### config.mk
export PLATFORM = sky130hd
export DESIGN_NAME = pmevt_sci_ctrl
export DESIGN_NICKNAME = d
export VERILOG_FILES = /design/src/rtl/pmevt_pkg.sv /design/src/rtl/pm1_window.sv /design/src/rtl/pm1_regs.sv /design/src/rtl/gpe_bank.sv /design/src/rtl/sci_gen.sv /design/src/rtl/pmevt_sci_ctrl.sv
export SDC_FILE = /design/constraint.sdc
export NUM_CORES = 1
export LEC_CHECK = 0
export CORE_ASPECT_RATIO = 1.4
export CORE_MARGIN = 5
export CORE_UTILIZATION = 52
export CTS_BUF_LIST = sky130_fd_sc_hd__clkbuf_4 sky130_fd_sc_hd__clkbuf_8 sky130_fd_sc_hd__clkbuf_16
export DETAILED_ROUTE_END_ITERATION = 10
export PLACE_DENSITY_LB_ADDON = 0.1
export SLEW_MARGIN = 10
export SYNTH_ARGS = -nofsm -noshare
export SYNTH_HDL_FRONTEND = slang
export SYNTH_SLANG_ARGS = --single-unit
### constraint.sdc
create_clock -name clk -period 4.04 [get_ports clk]
set_input_delay 1.212 -clock clk [delete_from_list [all_inputs] [get_ports clk]]
set_output_delay 1.212 -clock clk [all_outputs]
set_load 0.005 [all_outputs]
### src/rtl/pmevt_pkg.sv
package pmevt_pkg;

    localparam int BIT_TMR    = 0;
    localparam int BIT_GBL    = 5;
    localparam int BIT_PWRBTN = 8;
    localparam int BIT_SLPBTN = 9;
    localparam int BIT_ALARM  = 10;
    localparam int BIT_WAKE   = 15;

    localparam logic [15:0] SCI_SRC_MASK = (16'd1 << BIT_TMR) | (16'd1 << BIT_GBL) |
                                           (16'd1 << BIT_PWRBTN) | (16'd1 << BIT_SLPBTN) |
                                           (16'd1 << BIT_ALARM);

    typedef enum logic [1:0] {
        WK_ALARM = 2'd0,
        WK_TIMER = 2'd1,
        WK_MISC  = 2'd2,
        WK_MISC2 = 2'd3
    } wake_src_e;

    // Decoded event-window access: which register and which byte lanes.
    typedef struct packed {
        logic       hit_sts;
        logic       hit_en;
        logic [1:0] lane;
    } pm1_sel_t;

    function automatic logic [15:0] lane_mask(input logic [1:0] lane);
        return {{8{lane[1]}}, {8{lane[0]}}};
    endfunction

    function automatic logic [15:0] wake_bits(input wake_src_e src);
        logic [15:0] b;
        b = 16'd1 << BIT_WAKE;
        case (src)
            WK_ALARM: b[BIT_ALARM]  = 1'b1;
            WK_TIMER: b[BIT_TMR]    = 1'b1;
            default:  b[BIT_PWRBTN] = 1'b1;
        endcase
        return b;
    endfunction

endpackage

### src/rtl/pm1_window.sv
module pm1_window
    import pmevt_pkg::*;
#(
    parameter int ADDR_W = 4
) (
    input  logic [ADDR_W-1:0] addr,
    input  logic              size,
    input  logic [15:0]       wdata,
    input  logic [15:0]       sts,
    input  logic [15:0]       en,
    output pm1_sel_t          sel,
    output logic [15:0]       wdata_al,
    output logic [15:0]       rdata
);
    localparam int WIN_BYTES = 4;

    logic        in_win;
    logic [1:0]  off;
    logic [15:0] src;

    assign in_win = (addr < ADDR_W'(WIN_BYTES));
    assign off    = addr[1:0];

    always_comb begin
        sel = '0;
        if (in_win) begin
            if (size) begin
                if (off == 2'd0) begin
                    sel.hit_sts = 1'b1;
                    sel.lane    = 2'b11;
                end else if (off == 2'd2) begin
                    sel.hit_en = 1'b1;
                    sel.lane   = 2'b11;
                end
            end else begin
                sel.hit_sts = ~off[1];
                sel.hit_en  = off[1];
                sel.lane    = off[0] ? 2'b10 : 2'b01;
            end
        end
    end

    assign wdata_al = (sel.lane == 2'b10) ? {wdata[7:0], 8'h00} : wdata;
    assign src      = sel.hit_sts ? sts : (sel.hit_en ? en : 16'h0000);
    assign rdata    = (sel.lane == 2'b10) ? {8'h00, src[15:8]} : (src & lane_mask(sel.lane));

endmodule

### src/rtl/pm1_regs.sv
module pm1_regs
    import pmevt_pkg::*;
(
    input  logic        clk,
    input  logic        rst,
    input  logic        wr,
    input  pm1_sel_t    sel,
    input  logic [15:0] wdata_al,
    input  logic        tmr_ovf,
    input  logic        pwrbtn_evt,
    input  logic        wake_evt,
    input  logic [1:0]  wake_cause,
    output logic [15:0] sts,
    output logic [15:0] en
);
    logic [15:0] set_v, clr_v, wmask;

    assign wmask = lane_mask(sel.lane);

    always_comb begin
        set_v = '0;
        if (tmr_ovf)                     set_v[BIT_TMR]    = 1'b1;
        if (pwrbtn_evt && en[BIT_PWRBTN]) set_v[BIT_PWRBTN] = 1'b1;
        if (wake_evt)                    set_v = set_v | wake_bits(wake_src_e'(wake_cause));
        clr_v = (wr && sel.hit_sts) ? (wdata_al & wmask) : 16'h0000;
    end

    always_ff @(posedge clk) begin
        if (rst) begin
            sts <= '0;
            en  <= '0;
        end else begin
            sts <= (sts & ~clr_v) | set_v;
            if (wr && sel.hit_en)
                en <= (en & ~wmask) | (wdata_al & wmask);
        end
    end

endmodule

### src/rtl/gpe_bank.sv
module gpe_bank #(
    parameter int GPE_BYTES = 4,
    parameter int ADDR_W    = 4
) (
    input  logic              clk,
    input  logic              rst,
    input  logic              acc,
    input  logic              wr,
    input  logic [ADDR_W-1:0] addr,
    input  logic [7:0]        wdata,
    input  logic              ev,
    input  logic [7:0]        ev_bits,
    output logic [7:0]        rdata,
    output logic [7:0]        sts0,
    output logic [7:0]        en0
);
    localparam int HALF = GPE_BYTES / 2;
    localparam int VW   = HALF * 8;

    logic [VW-1:0] sts_q, en_q, sts_d, en_d;

    for (genvar i = 0; i < HALF; i++) begin : g_byte
        logic hit_s, hit_e;
        logic [7:0] set_b;
        assign hit_s = acc && wr && (addr == ADDR_W'(i));
        assign hit_e = acc && wr && (addr == ADDR_W'(HALF + i));
        if (i == 0) begin : g_src
            assign set_b = ev ? ev_bits : 8'h00;
        end else begin : g_nosrc
            assign set_b = 8'h00;
        end
        assign sts_d[i*8 +: 8] = (sts_q[i*8 +: 8] & ~(hit_s ? wdata : 8'h00)) | set_b;
        assign en_d[i*8 +: 8]  = hit_e ? wdata : en_q[i*8 +: 8];
    end

    always_ff @(posedge clk) begin
        if (rst) begin
            sts_q <= '0;
            en_q  <= '0;
        end else begin
            sts_q <= sts_d;
            en_q  <= en_d;
        end
    end

    always_comb begin
        rdata = 8'h00;
        for (int i = 0; i < HALF; i++) begin
            if (addr == ADDR_W'(i))        rdata = sts_q[i*8 +: 8];
            if (addr == ADDR_W'(HALF + i)) rdata = en_q[i*8 +: 8];
        end
    end

    assign sts0 = sts_q[7:0];
    assign en0  = en_q[7:0];

endmodule

### src/rtl/sci_gen.sv
module sci_gen
    import pmevt_pkg::*;
(
    input  logic        clk,
    input  logic        rst,
    input  logic [15:0] sts,
    input  logic [15:0] en,
    input  logic [7:0]  gsts0,
    input  logic [7:0]  gen0,
    output logic        sci
);
    logic lvl;

    assign lvl = (|(sts & en & SCI_SRC_MASK)) || (|(gsts0 & gen0));

    always_ff @(posedge clk) begin
        if (rst) sci <= 1'b0;
        else     sci <= lvl;
    end

endmodule

### src/rtl/pmevt_sci_ctrl.sv
module pmevt_sci_ctrl
    import pmevt_pkg::*;
#(
    parameter int GPE_BYTES = 4,
    parameter int ADDR_W    = 4
) (
    input  logic              clk,
    input  logic              rst,
    input  logic              bus_en,
    input  logic              bus_we,
    input  logic              bus_gpe,
    input  logic              bus_size,
    input  logic [ADDR_W-1:0] bus_addr,
    input  logic [15:0]       bus_wdata,
    output logic [15:0]       bus_rdata,
    input  logic              tmr_ovf,
    output logic              tmr_en,
    input  logic              pwrbtn_evt,
    input  logic              wake_evt,
    input  logic [1:0]        wake_cause,
    input  logic              gpe_evt,
    input  logic [7:0]        gpe_evt_bits,
    output logic              sci
);
    pm1_sel_t    pm1_sel;
    logic [15:0] pm1_wdata_al, pm1_rd, pm1_sts, pm1_en;
    logic [7:0]  gpe_rd, gpe_sts0, gpe_en0;
    logic        pm1_wr, gpe_acc;

    assign pm1_wr  = bus_en && bus_we && !bus_gpe;
    assign gpe_acc = bus_en && bus_gpe;

    pm1_window #(.ADDR_W(ADDR_W)) u_win (
        .addr(bus_addr), .size(bus_size), .wdata(bus_wdata),
        .sts(pm1_sts), .en(pm1_en),
        .sel(pm1_sel), .wdata_al(pm1_wdata_al), .rdata(pm1_rd)
    );

    pm1_regs u_pm1 (
        .clk(clk), .rst(rst), .wr(pm1_wr), .sel(pm1_sel), .wdata_al(pm1_wdata_al),
        .tmr_ovf(tmr_ovf), .pwrbtn_evt(pwrbtn_evt), .wake_evt(wake_evt),
        .wake_cause(wake_cause), .sts(pm1_sts), .en(pm1_en)
    );

    gpe_bank #(.GPE_BYTES(GPE_BYTES), .ADDR_W(ADDR_W)) u_gpe (
        .clk(clk), .rst(rst), .acc(gpe_acc), .wr(bus_we), .addr(bus_addr),
        .wdata(bus_wdata[7:0]), .ev(gpe_evt), .ev_bits(gpe_evt_bits),
        .rdata(gpe_rd), .sts0(gpe_sts0), .en0(gpe_en0)
    );

    sci_gen u_sci (
        .clk(clk), .rst(rst), .sts(pm1_sts), .en(pm1_en),
        .gsts0(gpe_sts0), .gen0(gpe_en0), .sci(sci)
    );

    always_comb begin
        bus_rdata = 16'h0000;
        if (bus_en && !bus_we)
            bus_rdata = bus_gpe ? {8'h00, gpe_rd} : pm1_rd;
    end

    assign tmr_en = pm1_en[BIT_TMR];

endmodule

=== After elaboration in Yosys (flattened, before gate mapping) ===
Index checks and enable logic that the tools add are counted.

* Bits in read-only memories: 0
* Bits in writable memories: 0
* Output and inout bits: 18
* Bits in latches: 0
* Memories: 0
* Input port bits: 40
* Flip-flop bits (word level): 65

* Reductions and logical operators: 21
* Multiplexer cells: 30
* Bitwise operators: 17
* Multiply operators: 0
* Shifts and indexed selects: 0
* Magnitude comparators: 1
* Eq/ne operators: 6
* Divide/modulo/power cells: 0
* Add/subtract/negate cells: 0

{| class="wikitable"
|+ Operators with widths
! cell !! count
|-
| 2-to-1 mux 16 bit || 8
|-
| bitwise AND 16 bit || 4
|-
| 2-to-1 mux 8 bit || 7
|-
| NOT 16 bit || 2
|-
| OR 16 bit || 2
|-
| bitwise AND 8 bit || 3
|-
| NOT 8 bit || 2
|-
| OR 9 x 16 -> 16 bit || 1
|-
| logical AND 1 bit || 12
|-
| bitwise AND 11 bit || 1
|-
| 2-to-1 mux 1 bit || 10
|-
| == test 4 x 2 -> 1 bit, second input constant || 2
|-
| 2-to-1 mux 4 bit || 2
|-
| OR 8 bit || 1
|-
| OR reduction 8 bit || 1
|-
| OR reduction 5 bit || 1
|-
| == test 2 bit, second input constant || 2
|-
| == test 4 x 1 -> 1 bit, second input constant || 1
|-
| logical NOT 2 bit || 2
|-
| logical NOT 4 bit || 1
|-
| less-than comparator 4 x 3 -> 1 bit, second input constant || 1
|-
| 2-to-1 mux 2 bit || 2
|-
| 2-to-1 mux 3 bit || 1
|-
| == test 2 x 1 -> 1 bit, second input constant || 1
|-
| 4 further kinds || 5
|}

=== Depth between registers and ports, before layout ===
* Depth after elaboration: 12
* Gate-level depth with buffers: 8
* Depth with buffers taken out: 4

=== Hierarchy ===
A second synthesis with hierarchy kept.

* Cells, all modules: 422
* Area total of the unflattened synthesis: 3,983.8 sq um

{| class="wikitable"
|+ Modules (own cells, without submodules)
! module !! seq. area each (sq um) !! cells an instance !! times used !! area an instance (sq um)
|-
| gpe_bank || 640.6 || 173 || 1 || 1,685.4
|-
| pm1_regs || 640.6 || 132 || 1 || 1,335.0
|-
| pm1_window || 0.0 || 78 || 1 || 653.1
|-
| pmevt_sci_ctrl || 0.0 || 30 || 1 || 227.7
|-
| sci_gen || 20.0 || 9 || 1 || 82.6
|}

=== Worst setup path after synthesis ===
No wires, ideal clock.

* Path kind: in2out
* Start point: input bus_addr[0]
* End point: output bus_rdata[5]
* Stages on the path: 8
* Setup slack: 0.308 ns
* Required time: 2.828 ns
* Arrival: 2.520 ns
* Path through: buf_4 -> or4b_1 -> buf_2 -> buf_6 -> buf_2 -> o22ai_1 -> nand2_1 -> o21ai_0

* Cells in the longest elaborated chain, start to end: 11

{| class="wikitable"
|+ RTL lines
! what !! line !! RTL
|-
| start: declaration || pmevt_sci_ctrl.sv:13 || <nowiki>input logic [ADDR_W-1:0] bus_addr,</nowiki>
|-
| == test 2 bit || pm1_window.sv:31 || <nowiki>end else if (off == 2'd2) begin</nowiki>
|-
| 2-to-1 mux 3 bit || pm1_window.sv:31 ||
|-
| 2-to-1 mux 1 bit || pm1_window.sv:28 || <nowiki>if (off == 2'd0) begin</nowiki>
|-
| 2-to-1 mux 4 bit || pm1_window.sv:27 || <nowiki>if (size) begin</nowiki>
|-
| 2-to-1 mux 4 bit || pm1_window.sv:26 || <nowiki>if (in_win) begin</nowiki>
|-
| 2-to-1 mux 16 bit (2 in series) || pm1_window.sv:44 || <nowiki>assign src = sel.hit_sts ? sts : (sel.hit_en ? en : 16'h0000);</nowiki>
|-
| bitwise AND 16 bit || pm1_window.sv:45 || <nowiki>assign rdata = (sel.lane == 2'b10) ? {8'h00, src[15:8]} : (src & lane_mask(sel.lane));</nowiki>
|-
| 2-to-1 mux 16 bit || pm1_window.sv:45 ||
|-
| 2-to-1 mux 16 bit (*) || pmevt_sci_ctrl.sv:59 || <nowiki>bus_rdata = bus_gpe ? {8'h00, gpe_rd} : pm1_rd;</nowiki>
|-
| 2-to-1 mux 16 bit (*) || pmevt_sci_ctrl.sv:58 || <nowiki>if (bus_en && !bus_we)</nowiki>
|-
| end: declaration || pmevt_sci_ctrl.sv:15 || <nowiki>output logic [15:0] bus_rdata,</nowiki>
|}

Every way passes the cells marked *; elsewhere a longest branch is shown, timed or not.

=== Final worst setup path ===
* Start point: input bus_addr[2]
* End point: output bus_rdata[3]

* Cells in the longest elaborated chain, start to end: 8

{| class="wikitable"
|+ RTL lines
! what !! line !! RTL
|-
| less-than comparator 4 x 3 -> 1 bit || pm1_window.sv:21 || <nowiki>assign in_win = (addr < ADDR_W'(WIN_BYTES));</nowiki>
|-
| 2-to-1 mux 4 bit || pm1_window.sv:26 ||
|-
| 2-to-1 mux 16 bit (2 in series) || pm1_window.sv:44 ||
|-
| bitwise AND 16 bit || pm1_window.sv:45 ||
|-
| 2-to-1 mux 16 bit || pm1_window.sv:45 ||
|-
| 2-to-1 mux 16 bit (*) || pmevt_sci_ctrl.sv:59 ||
|-
| 2-to-1 mux 16 bit (*) || pmevt_sci_ctrl.sv:58 ||
|}

Marked as above.

==> run metrics <==
Switch Pwr=around 330 uW; Final Wtd Congestion=around 0.91; fin crit period=3.97 ns; fraction of layout cells with a size suffix above 1=0.229; worst r2r dst=u_sci.sci$_SDFF_PP0_; Mapped Nets=around 390; # DRC=0; initial antenna violation count=0; initial drt markers=slightly below 200; area of the core=a little under 0.006 mm^2; crit share post-route=0.983; post-route clock skew=between 0.008 and 0.009 ns; Worst Setup Start Kind=input pin; Worst Path Max Fanout=9; Slew @ Worst Pin=1.08 ns; DRT Wirelength=9170 um; Leak=between 1.5 and 2 nW; first-pass GRT wire length=approximately 15000 um; class of the worst hold path=flop to flop; Seq/Total Area, Yosys=0.406; TritonRoute pass-1 iters=4; Cell Int Power=slightly below 1 mW; effective utilization at floorplan=0.539; Worst Hold Path EP=u_pm1.sts[3]$_SDFF_PP0_; Ports=58; worst slew margin relative to its limit=0.282; routed vias=just under 3000; Worst EP arrival=about 2.8 ns; Post-DP HPWL=around 6600 um; PortBufs=57; CTS clock-pin slew for the worst setup and hold paths=0.07 ns; CTS H-tree depth=3; worst reg2reg path startpoint=u_gpe.sts_q[5]$_SDFF_PP0_; number of diodes=0; crit path kind=input pin to output pin; Die H=just over 100 um; Min-Delay Path Depth=2; DR vias/cell=5.69; CTS tree=yes; Register-to-Register Path Depth=4; Clk Latency, worst-skew pair=between 0.3 and 0.4 ns; flops & latches, synth=between 60 and 70; total CTS buffers=9; PwrDens=between 300 and 400 mW/mm^2; vias in the first global route=slightly below 3000; minimum hold slack=0.449 ns; average size of a mapped cell=~9.1 um^2; max-cap viol count=0; Die Wd=~76 um; area delta synth->final=34.4%; Hold Vio Cnt, Final=0; Most used DFF post-synth=dfxtp_1; Gate Count Post-Synth=between 300 and 400; CTS root buffer=clkbuf_8; FMAX=~250 MHz; Max Slew Vio Count=0; row cnt=33; fill count=roughly 480; GRT Residual Overflow=0; EDFF count, synth=0; DR WL/cell=between 15 and 20 um; switching portion of total power=0.250; synth unique cells=40; Sequential Power Share=0.499; Tot GR Track Use=0.239; Logic pwr share=0.132; Sinks on Clock Net=between 60 and 70; antenna viol nets, final=0; final setup margin=0.0705 ns; Async S/R FF share, synth=0; Mapped Area=around 0.0032 mm^2; peak supply drop=between 200 and 300 uV; Required @ worst endpoint=2.83 ns; largest net degree at the start of global routing=between 60 and 70; Die ar.=approximately 0.008 mm^2; clock share of power=0.369; setup slack, reg-to-reg=between 2 and 3 ns; YS warnings=0; Final setup viols=0; RSZ-0062 raised after global routing=false; Worst setup EP type=output pin; Nets=481; status=complete, no violations; min-delay src=u_pm1.sts[3]$_SDFF_PP0_; Clock Path Buffers=2; pre-CTS setup slack=-0.411 ns
[power groups by stage]
stage / registers [mW] / logic [mW] / clock network (mW)
global placement: 0.673 / 0.159 / 0
CTS: 0.659 / 0.171 / 0.497
global route: 0.660 / 0.186 / 0.531
detailed placement: 0.673 / 0.160 / 0
floorplan: 0.670 / 0.0752 / 0
finish: 0.659 / 0.174 / 0.489
[cell usage after synthesis, types with 5 or more instances]
cell type	instances	area (um^2)
a21oi_1	37	185
clkbuf_1	13	48.8
mux2_2	11	124
a311oi_1	9	78.8
dfxtp_1	65	1300
buf_2	5	25.0
nand2b_1	23	144
nor2_1	35	131
mux2i_1	39	390
nand3_1	11	55.1
nand2_1	25	93.8
o21ai_0	15	75.1
nor3_1	5	25.0
o22ai_1	14	87.6
[kinds of logic after synthesis]
logic type	Yosys count	synth area share
xor+xnor	1	0.00273
compound gates	88	0.165
mux	53	0.179
simple gates	120	0.207
flops	65	0.406
buf+inv	25	0.0394
[worst max-delay path by stage]
stage          slack, ns  cells after the start         from           end
6_report            0.07                      6  bus_addr[2]  bus_rdata[3]
3_3_place_gp       -0.38                      7  bus_addr[0]  bus_rdata[1]
3_5_place_dp       -0.41                      7  bus_addr[0]  bus_rdata[1]
2_1_floorplan       0.31                      8  bus_addr[0]  bus_rdata[5]
5_1_grt            0.004                      8  bus_addr[2]  bus_rdata[7]
4_1_cts            -0.09                      7     bus_size  bus_rdata[1]
[critical path, stage by stage]
cell             delay, ns
clkdlybuf4s50_1       0.42
or4b_4                0.63
o22ai_1               0.18
nand2_1               0.07
o21ai_0               0.09
buf_2                 0.15
[area by class of cell]
class                           instances  area [um^2]  share of cell area
Timing Repair Buffer                  101          910               0.211
Sequential cell                        65         1300               0.302
Multi-Input combinational cell        262         1830               0.425
Inverter                                2         7.51             0.00174
Tap cell                               70         87.6              0.0203
Clock buffer                           12          153              0.0354
Clock inverter                          3         17.5             0.00407
[placed cells by master (no fill, tap or decap), types with 12 or more instances in the layout]
cell type	n
buf_4	39
clkdlybuf4s50_1	36
o22ai_1	12
a21oi_1	37
nand2_1	25
nor2_1	34
mux2i_1	39
dfxtp_1	65
nand2b_1	23
[stage by stage]
step	cell area, um^2	cells	total power, mW	util	setup TNS [ns]
3_5_place_dp	4040	494	0.833	0.679	-4.91
6_report	4310	515	1.32	0.725	0
2_1_floorplan	3210	352	0.745	-	0
5_1_grt	4310	515	1.38	0.725	0
4_1_cts	4270	515	1.33	0.718	-0.0918
3_3_place_gp	4040	494	0.832	0.679	-4.76
[what timing repair did]
item | 4_1_cts | 5_1_grt
resized for setup | 43 | 15
endpoints found under the setup margin | 16 | 9
setup buffers | 5 | 1
hold buffers | 0 | 0
pin swaps | 1 | 3
cloned | 1 | 0
[routing by layer]
metal,up-vias,track usage,wire (um)
li1,1456,-,-
met1,1386,0.298,3910
met2,77,0.410,4670
met3,13,0.0559,446
met4,0,0.0767,144
met5,-,0,0
(Power assumes the default switching activity.)
